**config.mk**
```make
export PLATFORM = sky130hd
export DESIGN_NAME = stat_irq_ctrl
export DESIGN_NICKNAME = d
export VERILOG_FILES = /design/src/rtl/sic_pkg.sv /design/src/rtl/sic_watchdog.sv /design/src/rtl/sic_status_bank.sv /design/src/rtl/sic_pin_drv.sv /design/src/rtl/stat_irq_ctrl.sv
export SDC_FILE = /design/constraint.sdc
export NUM_CORES = 1
export LEC_CHECK = 0
export CAP_MARGIN = 5
export CORE_MARGIN = 2
export CORE_UTILIZATION = 45
export CTS_BUF_LIST = sky130_fd_sc_hd__clkbuf_8
export DETAILED_ROUTE_END_ITERATION = 6
export HOLD_SLACK_MARGIN = 0.12
export PLACE_DENSITY = 0.75
export SYNTH_ARGS = -nofsm -noshare
export SYNTH_HDL_FRONTEND = slang
export SYNTH_SLANG_ARGS = --single-unit
```
**constraint.sdc**
```tcl
create_clock -name clk -period 2.2 [get_ports clk]
set_input_delay 0.66 -clock clk [delete_from_list [all_inputs] [get_ports clk]]
set_output_delay 0.66 -clock clk [all_outputs]
set_load 0.02 [all_outputs]
```
**src/rtl/sic_pkg.sv**
```systemverilog
package sic_pkg;
  localparam int STAT_W = 24;

  localparam int B_INV   = 0;
  localparam int B_LOWSUP = 2;
  localparam int B_IOSC  = 3;
  localparam int B_VOSC  = 4;
  localparam int B_WDT   = 5;
  localparam int B_PACC  = 11;
  localparam int B_EOR   = 12;
  localparam int B_VRMS  = 13;
  localparam int B_IRMS  = 14;
  localparam int B_PWR   = 15;
  localparam int B_VOR   = 16;
  localparam int B_IOR   = 17;
  localparam int B_MATH  = 19;
  localparam int B_DIR   = 21;
  localparam int B_PULSE = 22;
  localparam int B_DRDY  = 23;

  localparam logic [STAT_W-1:0] ONE_W = STAT_W'(1);

  localparam logic [STAT_W-1:0] LIVE_MASK =
    (ONE_W << B_INV)  | (ONE_W << B_LOWSUP) | (ONE_W << B_IOSC) | (ONE_W << B_VOSC) |
    (ONE_W << B_WDT)  | (ONE_W << B_PACC)   | (ONE_W << B_EOR)  | (ONE_W << B_VRMS) |
    (ONE_W << B_IRMS) | (ONE_W << B_PWR)    | (ONE_W << B_VOR)  | (ONE_W << B_IOR)  |
    (ONE_W << B_MATH) | (ONE_W << B_DIR)    | (ONE_W << B_PULSE)| (ONE_W << B_DRDY);

  localparam logic [STAT_W-1:0] STAT_RST = ONE_W << B_INV;

  typedef enum logic [1:0] {
    PIN_LVL_LO = 2'b00,
    PIN_LVL_HI = 2'b01,
    PIN_FALL   = 2'b10,
    PIN_RISE   = 2'b11
  } pin_mode_e;
endpackage

```
**src/rtl/sic_watchdog.sv**
```systemverilog
module sic_watchdog #(
  parameter int LIMIT = 20480000
) (
  input  logic clk,
  input  logic rst,
  input  logic energy_rd,
  output logic fire,
  output logic armed
);
  localparam int CW = $clog2(LIMIT + 1);
  localparam logic [CW-1:0] LAST = CW'(LIMIT - 1);
  localparam logic [CW-1:0] TOP  = CW'(LIMIT);

  logic [CW-1:0] cnt_q;
  logic          arm_q;

  assign fire  = !energy_rd && (cnt_q == LAST);
  assign armed = arm_q;

  always_ff @(posedge clk) begin
    if (rst) begin
      cnt_q <= '0;
      arm_q <= 1'b0;
    end else begin
      if (energy_rd)        cnt_q <= '0;
      else if (cnt_q != TOP) cnt_q <= cnt_q + 1'b1;
      if (fire)             arm_q <= 1'b0;
      else if (energy_rd)   arm_q <= 1'b1;
    end
  end

  a_r9_read_restarts: assert property (@(posedge clk) disable iff (rst)
    energy_rd |=> !fire);
  a_r10_fire_disarms: assert property (@(posedge clk) disable iff (rst)
    fire |=> !armed);
endmodule

```
**src/rtl/sic_status_bank.sv**
```systemverilog
module sic_status_bank
  import sic_pkg::*;
(
  input  logic              clk,
  input  logic              rst,
  input  logic [STAT_W-1:0] wclr,
  input  logic [STAT_W-1:0] evt,
  input  logic              port_init,
  input  logic              wdt_fire,
  input  logic              wdt_clr_ok,
  output logic [STAT_W-1:0] stat_q
);
  for (genvar i = 0; i < STAT_W; i++) begin : g_bit
    if (i == B_INV) begin : g_inv
      logic b_q;
      logic unused_inv;
      assign unused_inv = wclr[i];
      always_ff @(posedge clk) begin
        if (rst)            b_q <= 1'b1;
        else if (port_init) b_q <= 1'b1;
        else if (evt[i])    b_q <= 1'b0;
      end
      assign stat_q[i] = b_q;

      a_r4_inv_hold: assert property (@(posedge clk) disable iff (rst)
        (!port_init && !evt[i]) |=> $stable(b_q));
      a_r4_init_restore: assert property (@(posedge clk) disable iff (rst)
        port_init |=> b_q);
    end else if (i == B_WDT) begin : g_wdt
      logic b_q;
      logic unused_wdt;
      assign unused_wdt = evt[i];
      always_ff @(posedge clk) begin
        if (rst)                           b_q <= 1'b0;
        else if (wdt_fire)                 b_q <= 1'b1;
        else if (wclr[i] && wdt_clr_ok)    b_q <= 1'b0;
      end
      assign stat_q[i] = b_q;

      a_r9_fire_sets: assert property (@(posedge clk) disable iff (rst)
        wdt_fire |=> b_q);
      a_r10_no_clear_unarmed: assert property (@(posedge clk) disable iff (rst)
        (b_q && !wdt_clr_ok) |=> b_q);
    end else if (LIVE_MASK[i]) begin : g_live
      logic b_q;
      always_ff @(posedge clk) begin
        if (rst)          b_q <= 1'b0;
        else if (evt[i])  b_q <= 1'b1;
        else if (wclr[i]) b_q <= 1'b0;
      end
      assign stat_q[i] = b_q;

      a_r2_w1c: assert property (@(posedge clk) disable iff (rst)
        (wclr[i] && !evt[i]) |=> !b_q);
      a_r3_evt_sets: assert property (@(posedge clk) disable iff (rst)
        evt[i] |=> b_q);
    end else begin : g_rsv
      logic unused_rsv;
      assign unused_rsv = evt[i] ^ wclr[i];
      assign stat_q[i]  = 1'b0;
    end
  end
endmodule

```
**src/rtl/sic_pin_drv.sv**
```systemverilog
module sic_pin_drv
  import sic_pkg::*;
(
  input  logic       clk,
  input  logic       rst,
  input  logic [1:0] mode,
  input  logic       cond,
  output logic       pin
);
  logic cond_q;
  logic pin_q;
  logic rise;

  assign rise = cond && !cond_q;
  assign pin  = pin_q;

  always_ff @(posedge clk) begin
    if (rst) begin
      cond_q <= 1'b0;
      pin_q  <= (mode == PIN_LVL_LO) || (mode == PIN_FALL);
    end else begin
      cond_q <= cond;
      case (pin_mode_e'(mode))
        PIN_LVL_LO: pin_q <= !cond;
        PIN_LVL_HI: pin_q <= cond;
        PIN_FALL:   pin_q <= !rise;
        default:    pin_q <= rise;
      endcase
    end
  end

  a_r7_level_hi: assert property (@(posedge clk) disable iff (rst)
    (mode == PIN_LVL_HI) |=> (pin == $past(cond)));
  a_r7_level_lo: assert property (@(posedge clk) disable iff (rst)
    (mode == PIN_LVL_LO) |=> (pin == !$past(cond)));
  a_r8_rise_once: assert property (@(posedge clk) disable iff (rst)
    ($past(mode) == PIN_RISE && mode == PIN_RISE && pin) |=> !pin);
  a_r8_fall_once: assert property (@(posedge clk) disable iff (rst)
    ($past(mode) == PIN_FALL && mode == PIN_FALL && !pin) |=> pin);
endmodule

```
**src/rtl/stat_irq_ctrl.sv**
```systemverilog
module stat_irq_ctrl
  import sic_pkg::*;
#(
  parameter int WDOG_CYCLES = 20480000
) (
  input  logic              clk,
  input  logic              rst,
  input  logic              reg_wr,
  input  logic              reg_sel,
  input  logic [STAT_W-1:0] reg_wdata,
  input  logic              rd_sel,
  output logic [STAT_W-1:0] rd_data,
  input  logic [STAT_W-1:0] evt_pulse,
  input  logic              energy_rd,
  input  logic              port_init,
  input  logic [1:0]        irq_mode,
  output logic              irq_pin
);
  logic [STAT_W-1:0] stat_q;
  logic [STAT_W-1:0] mask_q;
  logic [STAT_W-1:0] wclr;
  logic [STAT_W-1:0] active;
  logic [STAT_W-1:0] rd_q;
  logic              wdt_fire;
  logic              wdt_armed;
  logic              cond;

  assign wclr   = (reg_wr && !reg_sel) ? reg_wdata : '0;
  assign active = (stat_q ^ STAT_RST) & mask_q;
  assign cond   = |active;

  sic_watchdog #(.LIMIT(WDOG_CYCLES)) u_wdog (
    .clk       (clk),
    .rst       (rst),
    .energy_rd (energy_rd),
    .fire      (wdt_fire),
    .armed     (wdt_armed)
  );

  sic_status_bank u_stat (
    .clk        (clk),
    .rst        (rst),
    .wclr       (wclr),
    .evt        (evt_pulse),
    .port_init  (port_init),
    .wdt_fire   (wdt_fire),
    .wdt_clr_ok (wdt_armed),
    .stat_q     (stat_q)
  );

  always_ff @(posedge clk) begin
    if (rst) begin
      mask_q <= '0;
      rd_q   <= '0;
    end else begin
      if (reg_wr && reg_sel) mask_q <= reg_wdata & LIVE_MASK;
      rd_q <= rd_sel ? mask_q : stat_q;
    end
  end

  assign rd_data = rd_q;

  sic_pin_drv u_pin (
    .clk  (clk),
    .rst  (rst),
    .mode (irq_mode),
    .cond (cond),
    .pin  (irq_pin)
  );

  a_r5_mask_live: assert property (@(posedge clk) disable iff (rst)
    (reg_wr && reg_sel) |=> ((mask_q & ~LIVE_MASK) == '0));
  a_r11_read_path: assert property (@(posedge clk) disable iff (rst)
    rd_sel |=> (rd_data == $past(mask_q)));
endmodule

```
[Word-level counts from Yosys, hierarchy flattened]
Cells that the tools add are included.
Cells by class
  reductions and logical operators: 31
  add/sub/neg operators: 1
  multiplexer cells: 34
  bitwise operators: 2
  equality and inequality tests: 4
Operator list (count)
  24-bit two-way mux: 2
  1-bit two-way mux: 31
  2-bit nonzero test: 15
  25-bit by 1-bit adder with 25-bit output (second input constant): 1
  25-bit equality test (second input constant): 1
  25-bit != test (second input constant): 1
  24-bit AND: 1
  24-bit OR reduction: 1
  2-bit OR reduction: 3
  1-bit logical AND: 5
  1-bit logical NOT: 5
  1-bit one-hot mux with 3 select lines: 1
  2-bit by 1-bit equality test with 1-bit output (second input constant): 1
  2-bit equality test (second input constant): 1
  2-bit logical NOT: 1
  1-bit logical OR: 1
  1-bit inverter: 1
Storage, ports and cells
  input bits: 57
  flip-flop bits (word level): 76
  logic and storage cells: 94

[Longest topological paths before layout]
  word-level depth: 7
  mapped depth: 7
  mapped depth without buffers: 7

[Modules after synthesis]
From an unflattened synthesis, not the netlist that was laid out.
Unflattened totals
  cell total of the unflattened synthesis: 423
  area total of the unflattened synthesis: 3784.9 µm²
Modules (own cells, without submodules)
  stat_irq_ctrl: sequential area each 800.8 µm², instances 1, cells each 177, area an instance 1622.8 µm²
  sic_watchdog: sequential area each 520.5 µm², instances 1, cells each 149, area an instance 1271.2 µm²
  sic_status_bank: sequential area each 320.3 µm², instances 1, cells each 91, area an instance 818.3 µm²
  sic_pin_drv: sequential area each 40.0 µm², instances 1, cells each 6, area an instance 72.6 µm²

[Worst setup path after synthesis]
No wires, ideal clock.
  kind: input port to flip-flop
  from: input port rd_sel
  to: register rd_q[0], in the netlist rd_data[0]
  required time: 2.072 ns
  buffers on the path: 2
  stages on the path: 4
  library setup time: 0.128 ns
  arrival time: 1.524 ns
  slack: 0.548 ns
  path through: clkbuf_1 buf_2 mux2i_1 nor2_1
Between the ends
  word-level cells in the longest chain between the ends: 1
RTL lines
  start, declared: RTL line stat_irq_ctrl.sv:11  | input logic rd_sel,
  24-bit two-way mux: RTL line stat_irq_ctrl.sv:57  | rd_q <= rd_sel ? mask_q : stat_q;
  end signal, assigned: RTL line stat_irq_ctrl.sv:57
  end, declared: RTL line stat_irq_ctrl.sv:23  | logic [STAT_W-1:0] rd_q;
Every way passes these cells.
A chain may end at the register's enable or synchronous reset.

[Worst setup path in the final report]
  from: register rd_q[23], in the netlist rd_data[23]
  to: output port rd_data[23]
RTL lines
  end, declared: RTL line stat_irq_ctrl.sv:12  | output logic [STAT_W-1:0] rd_data,
No word-level cell between the ends.

==> results.yml <==
outcome:
  outcome: "completed"
clocking:
  cts_tree: "yes"
  ctsResizeCount: 0
  cts_max_level: 3
  cts.path.max_buffers: 2
  clockRootBuffer: "clkbuf_8"
  clk_latency_ns: 0.34
  numCtsBuffers: 9
  hold_buffers: 0
  cts_setup_buffers: 0
  cts.sinks: 76
  path_clk_slew_ns: 0.08
sta:
  tns_ns: 0
  finalMaxSlewViolations: 0
  fin_crit_sh_pct: 87.92
  timing.fmax_mhz: 517.0
  setup_viol: 0
  worst_pin_slew_ns: 0.6191
  timing.final.crit_period_ns: 1.934
  finalClockSkew_ns: 0.01245
  slew-limit-headroom_pct: 58.50
  rsz0062_at_grt: "no"
  worst_hold_slack_ns: 0.4744
  finalHoldViolCount: 0
worst_setup_path:
  worst_r2r_path_depth: 6
  max_stage_delay_ns: 0.61
  critPathKind: "reg2out"
  setup.worst_path.start_class: "register"
  regToRegStartpoint: "u_wdog.cnt_q[1]"
  critPathBufInv: 1
  crit_required_ns: 1.54
  critPathArrivalTime_ns: 1.27
  crit_cells: 1
  cpLargestDelayFamily: "buffers and inverters"
  path_cells: "clkdlybuf4s50_1"
  worst-path-max-fanout: 1
  r2r-end: "u_wdog.cnt_q[20]"
  slowest_stage: "clkdlybuf4s50_1"
  regToRegSetupSlack_ns: 0.42
  cp-end-kind: "primary output"
grt:
  grt_remaining_overflow: 0
  antenna_found_initial: 0
  grt_use_total_pct: 18.02
  grt_pass1_vias: 2381
  grt_pass1_wl_mm: 10.69
  grt_max_degree: 50
cells_and_area:
  syn_to_final_growth_pct: 27.15
  n_antenna_cell: 0
  drive_above_1_share_pct: 7.264
  mostFrequentLayoutCells: "dfxtp_1 (76), nor2_1 (60), nand2_1 (57)"
  fin_area_mm2: 0.003902
  final_common_cell: "dfxtp_1"
  fin_cells: 493
  nets: 467
synth:
  synth_cells: 352
  synth_top_area_share_pct: 49.57
  synth-seq-cells: 76
  yosys_warnings: 0
  syn_area_per_cell_um2: 8.719
  synth_top_cell_by_area: "dfxtp_1"
  syn_area_mm2: 0.003069
  seq_area_frac_synth_pct: 49.57
  synth_area_leaders: "dfxtp_1 (50%), nor2_1 (7.3%), nand2_1 (7.0%)"
  ys_types: 37
routing:
  vias: 2501
  routed_wl_mm: 6.306
  drt_iter0_drc: 111
  vias_per_cell: 5.073
  drtPass1Iterations: 4
  ant_nets: 0
  wire_per_inst_um: 12.79
  route.detailed.drc: 0
min_path:
  holdPathEnd: "mask_q[21]"
  whs_path_depth: 2
  worstHoldStart: "mask_q[21]"
  hold_path_class: "reg2reg"
power_and_ir_drop:
  clkPwrFrac_pct: 39.2
  p_seq_share_pct: 50.8
  p_int_uw: 2213
  power_density_mw_per_mm2: 738.4
  swShare_pct: 23.21
  comb_power_share_pct: 9.9
  leakage_uw: 0.001496
  p_sw_uw: 668.8
  p_total_uw: 2882
  vdd_drop_max_uv: 563.3
floorplanning:
  dieWidth_um: 86.59
  num_rows: 30
  die_h_um: 86.59
  die_area_mm2: 0.007497
  ioPinCount: 82
  initial_utilization_pct: 45.94
  core_area_mm2: 0.006681
placement:
  placed_area_mm2: 0.003687
  gp_congestion: 0.7918
  dpl.cell_count: 477
  place_hpwl_mm: 4.452
  portBuffers: 56
flow_run:
  drv_cap: 0
worst max path at each step:
stage	end	slack, ns	from
6_report	rd_data[23]	0.27	rd_data[23]
5_1_grt	rd_data[23]	0.21	rd_data[23]
3_5_place_dp	u_wdog.cnt_q[2]	0.25	energy_rd
3_3_place_gp	u_wdog.cnt_q[2]	0.27	energy_rd
2_1_floorplan	rd_data[0]	0.55	rd_sel
4_1_cts	rd_data[23]	0.24	rd_data[23]
area by class of cell:
type	count	area, um^2
timing repair buffer	62	613.1
inverter	4	15.01
fill	634	2779
clock buffer	9	123.9
clock inverter	7	91.34
tap	80	100.1
sequential	76	1521
multi-input combinational	255	1438
sequential cells by signal, summed over array words and instances (netlist names):
signal / flops
mask_q: 16
rd_data: 16
u_pin.cond_q: 1
u_pin.pin: 1
u_stat.g_bit.g_inv.b_q: 1
u_stat.g_bit.g_live.b_q: 14
u_stat.g_bit.g_wdt.b_q: 1
u_wdog.armed: 1
u_wdog.cnt_q: 25
per-layer routing:
layer  up-vias  wire (um)  share of wire (%)  GRT usage, %
met3         6        249                3.9         4.762
met2        45       3186                 51         29.79
met5         -          0                  0             0
met4         0         69                1.1         7.528
met1      1177       2800                 44         22.24
li1       1273          -                  -             -
cells by family after synthesis:
| group | share of synthesized area [%] |
|---|---|
| AOI/OAI and AO/OA | 8.805 |
| muxes | 5.544 |
| buffers and inverters | 4.443 |
| other | 0.1222 |
| adders and majority gates | 0.8152 |
| xor gates and xnor gates | 6.563 |
| DFF | 49.57 |
| and+or+nand+nor | 24.13 |
power by group through the flow:
stage	clock network [uW]	logic, uW	registers (uW)
after floorplan	0	137	1510
after global placement	0	283	1490
after detailed placement	0	288	1500
after CTS	1160	289	1460
after global routing	1220	315	1470
final	1130	286	1460
Yosys cell counts:
| cell type | number |
|---|---|
| buf_2 | 1 |
| nor3_2 | 1 |
| buf_4 | 8 |
| or4_4 | 1 |
| or3b_1 | 1 |
| nor4_1 | 3 |
| nor4_4 | 1 |
| a22oi_1 | 1 |
| nor4_2 | 1 |
| nand4_1 | 10 |
| nor2_1 | 60 |
| conb_1 | 1 |
| clkbuf_1 | 15 |
| nand4_2 | 1 |
| and4_1 | 2 |
| a221oi_1 | 4 |
| ha_1 | 2 |
| o21ai_0 | 2 |
| inv_1 | 4 |
| nor2_2 | 1 |
| nand2_1 | 57 |
| dfxtp_1 | 76 |
| xnor2_1 | 5 |
| and2_1 | 3 |
| nand3_1 | 6 |
| or2_2 | 1 |
| mux2i_1 | 17 |
| xor2_1 | 18 |
| nor2b_1 | 1 |
| a211oi_1 | 2 |
| or3_1 | 2 |
| nand2b_1 | 1 |
| and3b_1 | 1 |
| and3_1 | 5 |
| o211ai_1 | 1 |
| a21oi_1 | 32 |
| a22o_1 | 4 |
worst reg2reg max path, cell delays in order, from the launching register on:
cell	delay, ns
dfxtp_1	0.40
ha_1	0.23
nand4_1	0.22
nor4_4	0.43
nand4_1	0.18
xor2_1	0.16
nor2_1	0.05
metrics by stage:
| stage | worst slack [ns] | utilization [%] |
|---|---|---|
| after CTS | 0.2398 | 58.41 |
| after floorplan | 0.5481 | - |
| after detailed placement | 0.2481 | 55.19 |
| after global placement | 0.2728 | 55.19 |
| after global routing | 0.2101 | 58.41 |
| final | 0.2657 | 58.41 |
Power figures use the tool's default switching activity.
